$ cat config.mk
export PLATFORM = sky130hd
export DESIGN_NAME = wbc_cache
export DESIGN_NICKNAME = d
export VERILOG_FILES = /design/src/rtl/wbc_pkg.sv /design/src/rtl/wbc_tags.sv /design/src/rtl/wbc_lines.sv /design/src/rtl/wbc_ctrl.sv /design/src/rtl/wbc_cache.sv
export SDC_FILE = /design/constraint.sdc
export NUM_CORES = 2
export LEC_CHECK = 0
export BUFFER_PORTS_ARGS = -buffer_cell sky130_fd_sc_hd__buf_2
export CAP_MARGIN = 10
export CELL_PAD_IN_SITES_DETAIL_PLACEMENT = 0
export CELL_PAD_IN_SITES_GLOBAL_PLACEMENT = 1
export CORE_ASPECT_RATIO = 0.7
export CORE_MARGIN = 4
export CORE_UTILIZATION = 30
export DETAILED_ROUTE_END_ITERATION = 6
export PLACE_DENSITY = 0.56
export SLEW_MARGIN = 5
export SYNTH_ARGS = -nofsm -noshare
export SYNTH_HDL_FRONTEND = slang
export SYNTH_SLANG_ARGS = --single-unit
$ cat constraint.sdc
create_clock -name clk -period 4.5 [get_ports clk]
set_input_delay 0.9 -clock clk [delete_from_list [all_inputs] [get_ports clk]]
set_output_delay 0.9 -clock clk [all_outputs]
set_load 0.02 [all_outputs]
$ cat src/rtl/wbc_pkg.sv
package wbc_pkg;

    localparam int ADDR_W_DEF     = 16;
    localparam int LINE_BYTES_DEF = 16;
    localparam int WORD_BYTES_DEF = 4;
    localparam int LINES_DEF      = 16;

    typedef enum logic [1:0] {
        ST_IDLE      = 2'd0,
        ST_WRITEBACK = 2'd1,
        ST_FILL      = 2'd2,
        ST_RETRY     = 2'd3
    } wbc_state_e;

endpackage

$ cat src/rtl/wbc_tags.sv
module wbc_tags #(
    parameter int LINES = 16,
    parameter int TAG_W = 8,
    localparam int IDX_W = $clog2(LINES)
) (
    input  logic             clk,
    input  logic             rst_n,
    input  logic [IDX_W-1:0] idx,
    input  logic [TAG_W-1:0] tag_in,
    input  logic             set_dirty,
    input  logic             install,
    output logic             hit,
    output logic             vic_valid,
    output logic             vic_dirty,
    output logic [TAG_W-1:0] vic_tag
);

    logic [LINES-1:0] valid_q;
    logic [LINES-1:0] dirty_q;
    logic [TAG_W-1:0] tag_q [LINES];

    always_ff @(posedge clk) begin
        if (!rst_n) begin
            valid_q <= '0;
            dirty_q <= '0;
        end else if (install) begin
            valid_q[idx] <= 1'b1;
            dirty_q[idx] <= 1'b0;
        end else if (set_dirty) begin
            dirty_q[idx] <= 1'b1;
        end
    end

    always_ff @(posedge clk) begin
        if (install) begin
            tag_q[idx] <= tag_in;
        end
    end

    always_comb begin
        vic_valid = valid_q[idx];
        vic_dirty = dirty_q[idx];
        vic_tag   = tag_q[idx];
        hit       = vic_valid && (vic_tag == tag_in);
    end

    logic [IDX_W-1:0] chk_idx;
    always_ff @(posedge clk) chk_idx <= idx;


    dirty_after_write_chk: assert property (@(posedge clk) disable iff (!rst_n)
        set_dirty |=> dirty_q[chk_idx]);


    fill_clears_dirty_chk: assert property (@(posedge clk) disable iff (!rst_n)
        install |=> (valid_q[chk_idx] && !dirty_q[chk_idx]));

endmodule

$ cat src/rtl/wbc_lines.sv
module wbc_lines #(
    parameter int LINES      = 16,
    parameter int LINE_BYTES = 16,
    localparam int IDX_W  = $clog2(LINES),
    localparam int OFF_W  = $clog2(LINE_BYTES),
    localparam int LINE_W = 8 * LINE_BYTES
) (
    input  logic              clk,
    input  logic [IDX_W-1:0]  idx,
    input  logic              byte_we,
    input  logic [OFF_W-1:0]  byte_off,
    input  logic [7:0]        byte_val,
    input  logic              fill_we,
    input  logic [LINE_W-1:0] fill_line,
    output logic [LINE_W-1:0] rd_line
);

    for (genvar b = 0; b < LINE_BYTES; b++) begin : g_lane
        logic [7:0] lane_q [LINES];

        always_ff @(posedge clk) begin
            if (fill_we) begin
                lane_q[idx] <= fill_line[b*8 +: 8];
            end else if (byte_we && (byte_off == OFF_W'(b))) begin
                lane_q[idx] <= byte_val;
            end
        end

        assign rd_line[b*8 +: 8] = lane_q[idx];
    end

endmodule

$ cat src/rtl/wbc_ctrl.sv
module wbc_ctrl
    import wbc_pkg::*;
(
    input  logic       clk,
    input  logic       rst_n,
    input  logic       req,
    input  logic       we,
    input  logic       hit,
    input  logic       vic_valid,
    input  logic       vic_dirty,
    input  logic       mem_ack,
    output wbc_state_e state,
    output logic       use_live,
    output logic       capture,
    output logic       cpu_ack,
    output logic       cpu_stall,
    output logic       mem_req,
    output logic       mem_we,
    output logic       byte_we,
    output logic       set_dirty,
    output logic       fill_we
);

    wbc_state_e state_q, state_d;

    always_ff @(posedge clk) begin
        if (!rst_n) begin
            state_q <= ST_IDLE;
        end else begin
            state_q <= state_d;
        end
    end

    always_comb begin
        state_d   = state_q;
        use_live  = 1'b0;
        capture   = 1'b0;
        cpu_ack   = 1'b0;
        cpu_stall = 1'b0;
        mem_req   = 1'b0;
        mem_we    = 1'b0;
        byte_we   = 1'b0;
        set_dirty = 1'b0;
        fill_we   = 1'b0;
        unique case (state_q)
            ST_IDLE: begin
                use_live = 1'b1;
                if (req) begin
                    if (hit) begin
                        cpu_ack   = 1'b1;
                        byte_we   = we;
                        set_dirty = we;
                    end else begin
                        cpu_stall = 1'b1;
                        capture   = 1'b1;
                        state_d   = (vic_valid && vic_dirty) ? ST_WRITEBACK : ST_FILL;
                    end
                end
            end
            ST_WRITEBACK: begin
                cpu_stall = 1'b1;
                mem_req   = 1'b1;
                mem_we    = 1'b1;
                if (mem_ack) state_d = ST_FILL;
            end
            ST_FILL: begin
                cpu_stall = 1'b1;
                mem_req   = 1'b1;
                if (mem_ack) begin
                    fill_we = 1'b1;
                    state_d = ST_RETRY;
                end
            end
            ST_RETRY: begin
                cpu_ack   = 1'b1;
                byte_we   = we;
                set_dirty = we;
                state_d   = ST_IDLE;
            end
            default: state_d = ST_IDLE;
        endcase
    end

    assign state = state_q;


    clean_skip_wb_chk: assert property (@(posedge clk) disable iff (!rst_n)
        (state_q == ST_FILL && $past(state_q) == ST_IDLE)
            |-> !($past(vic_valid) && $past(vic_dirty)));


    miss_stall_chk: assert property (@(posedge clk) disable iff (!rst_n)
        (state_q == ST_IDLE && req && !hit) |=> (cpu_stall && !cpu_ack));


    retry_acks_chk: assert property (@(posedge clk) disable iff (!rst_n)
        (state_q == ST_RETRY) |-> (cpu_ack && !cpu_stall && !mem_req));

endmodule

$ cat src/rtl/wbc_cache.sv
module wbc_cache
    import wbc_pkg::*;
#(
    parameter int ADDR_W     = ADDR_W_DEF,
    parameter int LINE_BYTES = LINE_BYTES_DEF,
    parameter int WORD_BYTES = WORD_BYTES_DEF,
    parameter int LINES      = LINES_DEF
) (
    input  logic                                     clk,
    input  logic                                     rst_n,
    input  logic                                     cpu_req,
    input  logic                                     cpu_we,
    input  logic [ADDR_W-1:0]                        cpu_addr,
    input  logic [7:0]                               cpu_wbyte,
    output logic [8*WORD_BYTES-1:0]                  cpu_rdata,
    output logic                                     cpu_ack,
    output logic                                     cpu_stall,
    output logic                                     mem_req,
    output logic                                     mem_we,
    output logic [ADDR_W-$clog2(LINE_BYTES)-1:0]     mem_addr,
    output logic [8*LINE_BYTES-1:0]                  mem_wdata,
    input  logic [8*LINE_BYTES-1:0]                  mem_rdata,
    input  logic                                     mem_ack
);

    localparam int OFF_W  = $clog2(LINE_BYTES);
    localparam int IDX_W  = $clog2(LINES);
    localparam int TAG_W  = ADDR_W - OFF_W - IDX_W;
    localparam int WB_W   = $clog2(WORD_BYTES);
    localparam int WSEL_W = OFF_W - WB_W;
    localparam int WORDS  = LINE_BYTES / WORD_BYTES;
    localparam int WORD_W = 8 * WORD_BYTES;
    localparam int LINE_W = 8 * LINE_BYTES;

    wbc_state_e state;
    logic use_live, capture, byte_we, set_dirty, fill_we;
    logic hit, vic_valid, vic_dirty;
    logic [TAG_W-1:0] vic_tag;

    logic              q_we;
    logic [ADDR_W-1:0] q_addr;
    logic [7:0]        q_byte;

    always_ff @(posedge clk) begin
        if (!rst_n) begin
            q_we   <= 1'b0;
            q_addr <= '0;
            q_byte <= '0;
        end else if (capture) begin
            q_we   <= cpu_we;
            q_addr <= cpu_addr;
            q_byte <= cpu_wbyte;
        end
    end

    logic              acc_we;
    logic [ADDR_W-1:0] acc_addr;
    logic [7:0]        acc_byte;
    logic [TAG_W-1:0]  acc_tag;
    logic [IDX_W-1:0]  acc_idx;
    logic [OFF_W-1:0]  acc_off;
    logic [WSEL_W-1:0] wsel;

    always_comb begin
        acc_we   = use_live ? cpu_we    : q_we;
        acc_addr = use_live ? cpu_addr  : q_addr;
        acc_byte = use_live ? cpu_wbyte : q_byte;
        acc_tag  = acc_addr[ADDR_W-1 -: TAG_W];
        acc_idx  = acc_addr[OFF_W +: IDX_W];
        acc_off  = acc_addr[OFF_W-1:0];
        wsel     = acc_off[OFF_W-1:WB_W];
    end

    wbc_tags #(.LINES(LINES), .TAG_W(TAG_W)) u_tags (
        .clk       (clk),
        .rst_n     (rst_n),
        .idx       (acc_idx),
        .tag_in    (acc_tag),
        .set_dirty (set_dirty),
        .install   (fill_we),
        .hit       (hit),
        .vic_valid (vic_valid),
        .vic_dirty (vic_dirty),
        .vic_tag   (vic_tag)
    );

    logic [LINE_W-1:0] line_rd;

    wbc_lines #(.LINES(LINES), .LINE_BYTES(LINE_BYTES)) u_lines (
        .clk       (clk),
        .idx       (acc_idx),
        .byte_we   (byte_we),
        .byte_off  (acc_off),
        .byte_val  (acc_byte),
        .fill_we   (fill_we),
        .fill_line (mem_rdata),
        .rd_line   (line_rd)
    );

    wbc_ctrl u_ctrl (
        .clk       (clk),
        .rst_n     (rst_n),
        .req       (cpu_req),
        .we        (acc_we),
        .hit       (hit),
        .vic_valid (vic_valid),
        .vic_dirty (vic_dirty),
        .mem_ack   (mem_ack),
        .state     (state),
        .use_live  (use_live),
        .capture   (capture),
        .cpu_ack   (cpu_ack),
        .cpu_stall (cpu_stall),
        .mem_req   (mem_req),
        .mem_we    (mem_we),
        .byte_we   (byte_we),
        .set_dirty (set_dirty),
        .fill_we   (fill_we)
    );

    logic [WORD_W-1:0] words [WORDS];
    for (genvar w = 0; w < WORDS; w++) begin : g_word
        assign words[w] = line_rd[w*WORD_W +: WORD_W];
    end

    assign cpu_rdata = words[wsel];
    assign mem_wdata = line_rd;
    assign mem_addr  = mem_we ? {vic_tag, acc_idx} : {acc_tag, acc_idx};


    mem_hold_chk: assert property (@(posedge clk) disable iff (!rst_n)
        (mem_req && !mem_ack) |=> (mem_req && $stable(mem_addr) && $stable(mem_we)
                                   && $stable(mem_wdata)));


    wb_only_dirty_chk: assert property (@(posedge clk) disable iff (!rst_n)
        (mem_req && mem_we) |-> (vic_valid && vic_dirty));


    retry_hits_chk: assert property (@(posedge clk) disable iff (!rst_n)
        (state == ST_RETRY) |-> hit);


    reset_quiet_chk: assert property (@(posedge clk)
        !rst_n |=> (!mem_req && !cpu_stall));

endmodule

==> run summary <==
Clock skew on the completed layout was measured at 0.0697 ns. The region available for standard cell placement spans 0.310 mm^2. The number of setup violations in the final report is 1,372. The number of distinct library cells after synthesis is 65. The largest buffer count on any clock path came out at 4. The row count is 171.

The critical path startpoint is u_ctrl.state[0]. The data required time of the critical path came out at 3.60 ns. After routing the design area is 0.124 mm^2. The slew at the pin closest to its max-slew limit is 1.23 ns. The hold violation total from the final report came to 0.

The end-of-flow core utilization came out at 0.401. The post-synthesis compound-gate area fraction is 0.0726. The count of boundary I/O pins is 333. The height of the die came out at 475 um. Synthesis produced a netlist whose cell count is 7,633.

The post-synthesis instance area came out at 0.0934 mm^2. The simple-gate portion of the synthesized area is 0.169. The fraction of final layout cells sized beyond drive strength 1 came out at 0.271.

The type of element capturing the critical path is an output port. The detailed router placed 70,400 vias in this run. The total power divided by cell area is 659 mW/mm^2. The worst setup slack before clock tree synthesis came out at -0.845 ns. The worst slew margin relative to its limit came out at 0.180. The highest clock frequency the design can meet came out at 0.194 GHz. The die covers 0.320 mm^2. The launch instance of the worst register-to-register path is u_ctrl.state[0]. The setup check on the worst reg-to-reg path leaves a slack of -0.37 ns. The number of buffers created by CTS is 227. The number of antenna violations at the first check in global routing is 17.

The overall routed net length came out at 389,000 um. Once routing completed, OpenROAD measured the worst setup slack at -0.655 ns. The portion of synthesized area spent on multiplexers is 0.0179. The tree is rooted in a sky130_fd_sc_hd__clkbuf_16. The worst path in the final design needs a cycle of 5.16 ns, including I/O delays and setup. Among all flip-flop cells after synthesis, the most frequent one is sky130_fd_sc_hd__edfxtp_1. The DRC violation count after routing came out at 0. The average wire per cell in the routed design is 29.3 um. Of the total synthesized cell area, the portion taken by XOR and XNOR cells is 0.000844. STA classifies the critical path startpoint as a flip-flop. The number of enable-type register cells in the synthesized netlist came out at 2,176.

The remaining antenna violation count is 0. The first-iteration detailed-routing DRC count is 8,083. The number of nets handed over by synthesis was 7,795. The part of the Yosys area used for sequential elements is 0.712. The number of global-route vias before repair is 66,600. The number of synthesized register bits is 2,235. The total number of clock tree sinks came out at 2,235. The total overflow left after global routing is 0.

Data on the critical path arrives at its endpoint at 4.26 ns. The detailed-route vias per instance is 5.31. Following the worst setup path forward leads to its endpoint at cpu_rdata[24].

The cts-stage hold buffer count is 0. The worst register-to-register path has a depth of 21. The leakage power came out at 44.2 nW. The worst setup path is of the flip-flop to output port kind. Setup repair after global routing could not meet its margin everywhere. The initial core utilization came out at 0.301. The total number of yosys warnings came out at 0.

The cell area after placement came out at 0.111 mm^2. Along the worst path, the maximum fanout reaches 12. Summed over all nets, the half-perimeter wirelength after detailed placement is 272,000 um. The path category of the worst min-delay check is primary input to flip-flop. After synthesis, the largest family of logic cells by area is simple AND/OR/NAND/NOR gates. In the final timing run, aggregate negative setup slack is -129.17 ns. The flow ran to the end, but the final reports show violations.

The clock latency on the worst-skew pair is 0.93 ns. Port buffering added 332 buffers. The pin count of the biggest net entering global routing is 102. The final reports fail on negative setup slack.

The cell total after placement came out at 12,600. The final count of pins violating max slew came to 0. The end of the worst register-to-register path is u_lines.g_lane[0].lane_q[9][7]. The async set-or-reset flop fraction in the synthesized netlist is 0. TritonCTS built the clock tree. The total iterations of the first detailed-routing run came out at 6. The floorplan step set the die width to 675 um. The H-tree was split into 4 levels. The layout net count is 9,084. The maximum ir drop on the vdd rail came out at 0.376 mV. The relative area change from synthesis to final layout came out at 33.2%. The synthesized area per cell came out at 12.2 um^2. The final standard cell count with taps included and fillers excluded is 13,300. The max-cap violation count is 0. The post-synthesis share of cell area spent on full adders, half adders and majority gates came out at 0.000670.

The first global-routing pass estimated 533,000 um of wire. The aggregate global-route resource usage came out at 0.236. Clock-pin slew was measured on the worst setup and hold paths at 0.06 ns. The portion of the clock cycle consumed by the worst path in the final layout is 1.15. Routability-driven placement finished with a final weighted congestion of 0.915.
==> metal layers <==
layer / track usage / up-vias / wire [um]
li1: - / 30800 / -
met1: 0.337 / 36000 / 172000
met2: 0.348 / 3039 / 167000
met3: 0.0484 / 604 / 32400
met4: 0.0955 / 2 / 18500
met5: 0 / - / 13
==> registers in the layout (all words and copies together) (netlist names), named ones only <==
signal	count
u_lines.g_lane.lane_q	2048
q_addr	16
u_ctrl.state	2
u_tags.valid_q	16
q_byte	8
q_we	1
u_tags.tag_q	128
==> worst min-delay path by stage <==
stage	cells after the start	slack (ns)	start	to
detailed placement	1	0.45	u_tags.valid_q[3]	u_tags.valid_q[3]
floorplan	2	0.43	q_addr[10]	q_addr[10]
global route	3	0.25	cpu_wbyte[5]	q_byte[5]
global placement	1	0.44	u_tags.valid_q[10]	u_tags.valid_q[10]
finish	3	0.29	cpu_wbyte[5]	q_byte[5]
CTS	3	0.22	cpu_wbyte[5]	q_byte[5]
==> worst max-delay path, cell delays in order (launching register included) <==
cell and delay, ns:
sky130_fd_sc_hd__dfxtp_2 0.32, sky130_fd_sc_hd__inv_2 0.07, sky130_fd_sc_hd__ha_4 0.21, sky130_fd_sc_hd__mux2i_4 0.26, sky130_fd_sc_hd__buf_12 0.16, sky130_fd_sc_hd__buf_16 0.17
sky130_fd_sc_hd__inv_16 0.07, sky130_fd_sc_hd__buf_16 0.17, sky130_fd_sc_hd__buf_12 0.16, sky130_fd_sc_hd__buf_4 0.14, sky130_fd_sc_hd__bufbuf_16 0.27, sky130_fd_sc_hd__nand2_1 0.06
sky130_fd_sc_hd__nand3_1 0.10, sky130_fd_sc_hd__a311oi_2 0.36, sky130_fd_sc_hd__a31oi_2 0.09, sky130_fd_sc_hd__buf_6 0.16, sky130_fd_sc_hd__mux2i_4 0.24, sky130_fd_sc_hd__mux2i_2 0.13
sky130_fd_sc_hd__buf_6 0.17
==> what timing repair did <==
action                                   CTS  global route
gates cloned                              32             7
gates resized for setup                  475           284
pin swaps                                107            85
setup buffers                            141            53
endpoints found under the setup margin  4264          2466
==> cells in the final DEF, fill, tap and decap left out, types with 28 or more instances in the layout <==
cell and count:
sky130_fd_sc_hd__o21ai_0 117, sky130_fd_sc_hd__clkinv_2 32, sky130_fd_sc_hd__buf_4 859, sky130_fd_sc_hd__a31oi_4 41, sky130_fd_sc_hd__a311oi_2 159, sky130_fd_sc_hd__nand3_1 1055
sky130_fd_sc_hd__and3_1 123, sky130_fd_sc_hd__buf_2 265, sky130_fd_sc_hd__dfxtp_1 57, sky130_fd_sc_hd__o21ai_1 162, sky130_fd_sc_hd__nand2_1 2331, sky130_fd_sc_hd__mux2i_1 75
sky130_fd_sc_hd__inv_1 32, sky130_fd_sc_hd__buf_12 293, sky130_fd_sc_hd__clkbuf_16 237, sky130_fd_sc_hd__buf_16 43, sky130_fd_sc_hd__nor2_1 52, sky130_fd_sc_hd__mux2i_4 32
sky130_fd_sc_hd__clkinv_1 47, sky130_fd_sc_hd__o22a_1 96, sky130_fd_sc_hd__clkbuf_1 46, sky130_fd_sc_hd__edfxtp_1 2176, sky130_fd_sc_hd__buf_6 122, sky130_fd_sc_hd__a311oi_1 79
sky130_fd_sc_hd__a31oi_2 84, sky130_fd_sc_hd__bufinv_16 28
==> cell type report <==
cell class / instances / area, um^2
fillers: 29100 / 186000
flip-flops and latches: 2235 / 66500
multi-input cells: 4802 / 28100
repair buffers: 1617 / 17000
clock buffers: 280 / 5980
well taps: 4152 / 5190
clock inverters: 122 / 1310
inverters: 38 / 174
diodes: 19 / 47.5
repair inverters: 1 / 20.0
==> cells in the mapped netlist, types with 24 or more instances <==
library cell / instances / area (um^2)
sky130_fd_sc_hd__edfxtp_1: 2176 / 65300
sky130_fd_sc_hd__nand4_1: 24 / 150
sky130_fd_sc_hd__buf_2: 61 / 305
sky130_fd_sc_hd__a21oi_1: 33 / 165
sky130_fd_sc_hd__a2bb2oi_1: 24 / 210
sky130_fd_sc_hd__o22a_1: 96 / 841
sky130_fd_sc_hd__buf_1: 56 / 210
sky130_fd_sc_hd__nor2_1: 52 / 195
sky130_fd_sc_hd__mux2i_1: 126 / 1260
sky130_fd_sc_hd__o21ai_1: 88 / 440
sky130_fd_sc_hd__o21ai_0: 193 / 966
sky130_fd_sc_hd__clkbuf_1: 406 / 1520
sky130_fd_sc_hd__inv_1: 35 / 131
sky130_fd_sc_hd__dfxtp_1: 59 / 1180
sky130_fd_sc_hd__nand2_1: 2351 / 8820
sky130_fd_sc_hd__nand3_1: 1082 / 5420
sky130_fd_sc_hd__a311oi_1: 259 / 2270
sky130_fd_sc_hd__and3_1: 142 / 888
sky130_fd_sc_hd__a31oi_1: 133 / 832
==> logic make-up after synthesis <==
| family | Yosys count |
|---|---|
| adders and majority gates | 5 |
| buffers and inverters | 596 |
| AOI/OAI and AO/OA | 934 |
| muxes | 150 |
| and+or+nand+nor | 3704 |
| xor gates and xnor gates | 9 |
| DFF | 2235 |
==> where the power goes <==
part           internal, mW  switching (mW)
Sequential             23.6           0.138
Clock                  11.0            8.16
Combinational          15.3            23.8
Total                  49.9            32.1
==> per-stage QoR <==
step                      hold WS (ns)  total power [mW]
after floorplan                  0.432              38.7
after global placement           0.441              56.0
after detailed placement         0.450              56.0
after CTS                        0.219              80.4
after global routing             0.251              85.0
final                            0.287              82.0
Power figures use the tool's default switching activity.
